--- config.mk ---
export PLATFORM = sky130hd
export DESIGN_NAME = vaddr_xlate
export DESIGN_NICKNAME = d
export VERILOG_FILES = /design/src/rtl/vxl_pkg.sv /design/src/rtl/vxl_seg_decode.sv /design/src/rtl/vxl_frame_join.sv /design/src/rtl/vaddr_xlate.sv
export SDC_FILE = /design/constraint.sdc
export NUM_CORES = 1
export LEC_CHECK = 0
export BUFFER_PORTS_ARGS = -buffer_cell sky130_fd_sc_hd__buf_4
export CAP_MARGIN = 20
export CORE_ASPECT_RATIO = 1.2
export CORE_MARGIN = 4
export CORE_UTILIZATION = 46
export DETAILED_ROUTE_END_ITERATION = 8
export GPL_TIMING_DRIVEN = 0
export HOLD_SLACK_MARGIN = 0.12
export PLACE_DENSITY_LB_ADDON = 0.2
export SLEW_MARGIN = 20
export SYNTH_ARGS = -nofsm -noshare
export SYNTH_HDL_FRONTEND = slang
export SYNTH_SLANG_ARGS = --single-unit
--- constraint.sdc ---
create_clock -name clk -period 0.8 [get_ports clk]
set_input_delay 0 -clock clk [delete_from_list [all_inputs] [get_ports clk]]
set_output_delay 0 -clock clk [all_outputs]
set_load 0.01 [all_outputs]
--- src/rtl/vxl_pkg.sv ---
package vxl_pkg;

    typedef enum logic [1:0] {
        SEG_USER = 2'd0,
        SEG_KWIN0 = 2'd1,
        SEG_KWIN1 = 2'd2,
        SEG_KWIN2 = 2'd3
    } seg_e;

    function automatic seg_e seg_of(input logic [2:0] top);
        if (!top[2])
            return SEG_USER;
        else if (top[1])
            return SEG_KWIN2;
        else if (top[0])
            return SEG_KWIN1;
        else
            return SEG_KWIN0;
    endfunction

endpackage

--- src/rtl/vxl_seg_decode.sv ---
module vxl_seg_decode
    import vxl_pkg::*;
(
    input  logic [2:0] top_bits,
    input  logic       user_mode,
    output seg_e       seg,
    output logic       mapped,
    output logic       win_cacheable,
    output logic       priv_err
);
    always_comb begin
        seg           = seg_of(top_bits);
        mapped        = (seg == SEG_USER) || (seg == SEG_KWIN2);
        win_cacheable = (seg != SEG_KWIN1);
        priv_err      = user_mode && (seg != SEG_USER);
    end
endmodule

--- src/rtl/vxl_frame_join.sv ---
module vxl_frame_join #(
    parameter int PFN_W  = 20,
    parameter int PAGE_W = 12
) (
    input  logic [PFN_W-1:0]        pfn,
    input  logic [PAGE_W-1:0]       offset,
    input  logic                    hit,
    input  logic                    entry_valid,
    input  logic                    nocache,
    output logic [PFN_W+PAGE_W-1:0] paddr,
    output logic                    miss,
    output logic                    invalid,
    output logic                    cacheable
);
    logic usable;

    always_comb begin
        usable    = hit && entry_valid;
        paddr     = usable ? {pfn, offset} : '0;
        miss      = !hit;
        invalid   = hit && !entry_valid;
        cacheable = usable && !nocache;
    end
endmodule

--- src/rtl/vaddr_xlate.sv ---
module vaddr_xlate
    import vxl_pkg::*;
#(
    parameter int VA_W   = 32,
    parameter int PAGE_W = 12,
    parameter int BASE_W = 11
) (
    input  logic                     clk,
    input  logic                     rst_n,
    input  logic                     req_valid,
    input  logic [VA_W-1:0]          req_vaddr,
    input  logic                     req_user,
    output logic [VA_W-PAGE_W-1:0]   tlb_vpn,
    input  logic                     tlb_hit,
    input  logic                     tlb_entry_valid,
    input  logic                     tlb_nocache,
    input  logic [VA_W-PAGE_W-1:0]   tlb_pfn,
    input  logic                     ctx_wr_en,
    input  logic [BASE_W-1:0]        ctx_wr_base,
    output logic                     rsp_valid,
    output logic [VA_W-1:0]          rsp_paddr,
    output logic                     rsp_cached,
    output logic                     rsp_miss,
    output logic                     rsp_invalid,
    output logic                     rsp_addr_err,
    output logic [VA_W-1:0]          ctx_q,
    output logic [VA_W-1:0]          badva_q
);
    localparam int VPN_W = VA_W - PAGE_W;
    localparam int SEG_W = 3;
    localparam int BAD_W = VA_W - 1 - PAGE_W;
    localparam int BAD_LO = 2;

    typedef struct packed {
        logic            vld;
        logic [VA_W-1:0] pa;
        logic            cch;
        logic            miss;
        logic            inv;
        logic            aerr;
        logic [VA_W-1:0] ctx;
        logic [VA_W-1:0] bva;
    } st_t;

    st_t st_d, st_q;

    seg_e            seg;
    logic            is_mapped;
    logic            win_cch;
    logic            priv_err;
    logic [VA_W-1:0] map_pa;
    logic            map_miss;
    logic            map_inv;
    logic            map_cch;

    vxl_seg_decode u_seg (
        .top_bits      (req_vaddr[VA_W-1 -: SEG_W]),
        .user_mode     (req_user),
        .seg           (seg),
        .mapped        (is_mapped),
        .win_cacheable (win_cch),
        .priv_err      (priv_err)
    );

    vxl_frame_join #(
        .PFN_W  (VPN_W),
        .PAGE_W (PAGE_W)
    ) u_join (
        .pfn         (tlb_pfn),
        .offset      (req_vaddr[PAGE_W-1:0]),
        .hit         (tlb_hit),
        .entry_valid (tlb_entry_valid),
        .nocache     (tlb_nocache),
        .paddr       (map_pa),
        .miss        (map_miss),
        .invalid     (map_inv),
        .cacheable   (map_cch)
    );

    assign tlb_vpn = req_vaddr[VA_W-1:PAGE_W];

    always_comb begin
        st_d      = st_q;
        st_d.vld  = req_valid;
        st_d.pa   = '0;
        st_d.cch  = 1'b0;
        st_d.miss = 1'b0;
        st_d.inv  = 1'b0;
        st_d.aerr = 1'b0;
        if (req_valid) begin
            if (priv_err) begin
                st_d.aerr = 1'b1;
                st_d.bva  = req_vaddr;
            end else if (!is_mapped) begin
                st_d.pa  = {{SEG_W{1'b0}}, req_vaddr[VA_W-SEG_W-1:0]};
                st_d.cch = win_cch;
            end else begin
                st_d.pa   = map_pa;
                st_d.miss = map_miss;
                st_d.inv  = map_inv;
                st_d.cch  = map_cch;
                if (map_miss) begin
                    st_d.ctx[BAD_W+BAD_LO-1:BAD_LO] = req_vaddr[VA_W-2:PAGE_W];
                    st_d.bva = req_vaddr;
                end
            end
        end
        if (ctx_wr_en)
            st_d.ctx[VA_W-1 -: BASE_W] = ctx_wr_base;
        st_d.ctx[BAD_LO-1:0] = '0;
    end

    always_ff @(posedge clk or negedge rst_n) begin
        if (!rst_n)
            st_q <= '0;
        else
            st_q <= st_d;
    end

    assign rsp_valid    = st_q.vld;
    assign rsp_paddr    = st_q.pa;
    assign rsp_cached   = st_q.cch;
    assign rsp_miss     = st_q.miss;
    assign rsp_invalid  = st_q.inv;
    assign rsp_addr_err = st_q.aerr;
    assign ctx_q        = st_q.ctx;
    assign badva_q      = st_q.bva;
endmodule

==> metrics <==
CP Class=reg -> reg; max cap viols=0; Mapped Area=a little under 0.004 mm²; initial antenna violation count=0; Final Wtd Congestion=a little under 0.8; DR iter-0 viols=about 190; commonest non-fill, non-tap cell in the layout=buf_6; FILL cells=roughly 360; IO Pins=roughly 190; Final Max Slew Viols=0; die extent in y=between 100 and 150 µm; Root Driver=clkbuf_8; total length of routed wires=roughly 15000 µm; DRC viols=0; RSZ-0062 raised after global routing=true; worst hold slack=-294 ps; area growth from synthesis to layout=83.8%; Comb pwr share=32.4%; P_int=0.00964 W; status=finished, violations left; Setup-failing EPs final=between 100 and 150; Relative slew margins=just over 40%; P_sw=about 0.0039 W; pwr/cell area=about 1900 mW/mm²; global route overflow=0; Initial DRT Pass Iterations=4; CTS Buffer Depth=2; crit path capture type=flop; Syn Inst Count=between 200 and 300; Switching Fraction=28.6%; worst endpoint required time=between 1000 and 1500 ps; leakage power=between 3 and 4 nW; diode count=0; Final Non-Filler Cells=698; setup slack after layout=-163 ps; Seq cells post-synth=roughly 100; PortBufs=between 150 and 200; core area=0.00829 mm²; insertion delay to the later sink of the worst-skew pair=360 ps; placed instance count=a little under 600; sequential share of power=between 40% and 50%; Period minus WS final=963 ps; VDD IR max=between 0.001 and 0.0015 V; initial core utilization=47.9%; Yosys cell types=28; CTS Buf Count=9; power share of the clock group=between 20% and 30%; yosys warns=0; Async SR Flop Fraction=between 90% and 100%; top cells by area, synth=dfrtp_1 (62%), mux2_2 (14%), buf_4 (4.7%), nand2_1 (3.6%), mux2_4 (3.4%); Post-synth top flop=dfrtp_1; highest-count cells in the layout ignoring fill and taps=buf_6 (121), buf_4 (119), dfrtp_1 (99), dlygate4sd3_1 (66), mux2_4 (47); routed len/inst=between 20 and 25 µm; H-tree depth=3; failing checks=hold timing, setup timing; EDFF count, synth=0; final clock skew=0 ps; Fmax achieved=about 1000 MHz; GR Util All Layers=about a quarter; Final Hold Vio Count=104; post-route core utilization=between 80% and 90%; Critical Path Fanout Max=2; sequential share of the synthesized area=a little over three fifths; Routed Antenna Nets=0; CTS tree=yes; NumNets Final=650; Hold Crit Class=in -> async; post-synth top area cell=dfrtp_1; total number of vias=about 3500; Avg Cell Area, Syn=14.0 µm²; post-DP HPWL=about 7400 µm; Slew @ Worst Pin=just under 900 ps; Critical Path Start Type=flop; top cell type's share of synthesized area=between 60% and 70%; Std-Cell Rows=36; crit share post-route=120%; clk sink count=99; vias in the first global route=3779; clock-pin slew on the worst setup and hold paths=roughly 110 ps; Via density=approximately 5.0; first-pass GRT wire length=approximately 21000 µm; Die ar.=roughly 0.010 mm²; layout cells sized above 1=57.5%; WP data arrival=1220 ps; Die Wd=92.8 µm; setup slack, reg-to-reg=-160 ps; largest net degree at the start of global routing=100
-- cells in the mapped netlist (all sizes together), types with 2 or more instances --
library cell / n
a211oi: 2
nand2: 39
mux2: 61
buf: 32
nand2b: 3
clkbuf: 2
dfrtp: 99
and2: 16
inv: 2
a21oi: 18
-- critical path, stage by stage (launching register included) --
cell	delay (ps)
dfrtp_1	430
buf_4	150
mux2_4	270
-- per-layer routing --
| layer | global-route usage [%] | wire, µm | vias up |
|---|---|---|---|
| li1 | - | - | 1509 |
| met1 | 29.7 | 5140 | 1731 |
| met2 | 47.4 | 7860 | 207 |
| met3 | 6.91 | 1030 | 47 |
| met4 | 11.2 | 574 | 0 |
| met5 | 0 | 0 | - |
-- cells by family (layout without fill, tap and decap cells) --
family | Yosys count | after routing | share of synthesized area, %
AO/OA/AOI/OAI | 24 | 24 | 4.35
buffers and inverters | 36 | 336 | 7.13
flip-flops | 99 | 99 | 62.4
multiplexers | 61 | 61 | 18.2
other | 1 | 2 | 0.0945
AND/OR/NAND/NOR | 62 | 62 | 7.82
-- cell type report --
cell class	instances	area, µm²	share of cell area, %
clock inverter	4	26.3	0.360
buffer	33	302	4.13
inverter	2	7.51	0.103
sequential	99	2480	34.0
tap	114	143	1.96
multi-input combinational	149	1380	18.9
clock buffer	12	145	1.99
timing repair buffer	285	2820	38.6
-- what timing repair did --
action	4_1_cts	5_1_grt
gates resized for setup	100	31
endpoints found under the hold margin	198	110
hold buffers	66	1
setup buffers	24	5
pin swaps	2	4
cloned	0	2
setup endpoints to repair	147	156
-- per-stage QoR --
stage               power (W)  instance area [µm²]  worst slack [ps]  TNS [ps]
global placement      0.00906                 5680              -571    -57840
finish                 0.0135                 7290              -163    -11670
CTS                    0.0130                 7090              -119    -10770
floorplan             0.00743                 4130              -263    -14000
global route           0.0140                 7290              -167    -15710
detailed placement    0.00916                 5690              -582    -30180
-- worst paths after layout --
path | cells past startpoint | endpoint | from
min in group clk | 1 | rsp_valid | req_valid
worst max-delay path | 2 | badva_q[24] | badva_q[24]
worst min-delay path | 1 | ctx_q[31] | rst_n
max in group asynchronous | 1 | ctx_q[8] | rst_n
worst max register to register | 2 | badva_q[24] | badva_q[24]
worst min register to register | 1 | badva_q[0] | badva_q[0]
-- state kept, by name, summed over array words and instances, names as in the netlist --
| signal | cells |
|---|---|
| rsp_miss | 1 |
| rsp_cached | 1 |
| rsp_paddr | 32 |
| ctx_q | 30 |
| rsp_valid | 1 |
| rsp_invalid | 1 |
| badva_q | 32 |
| rsp_addr_err | 1 |
-- power by group through the flow --
stage          clock, W  sequential (W)  combinational (W)
6_report        0.00299         0.00612            0.00438
5_1_grt         0.00323         0.00618            0.00459
4_1_cts         0.00292         0.00601            0.00406
3_5_place_dp          0         0.00601            0.00315
3_3_place_gp          0         0.00597            0.00308
2_1_floorplan         0         0.00626            0.00117
No activity file was read; power rests on OpenSTA's default activity.
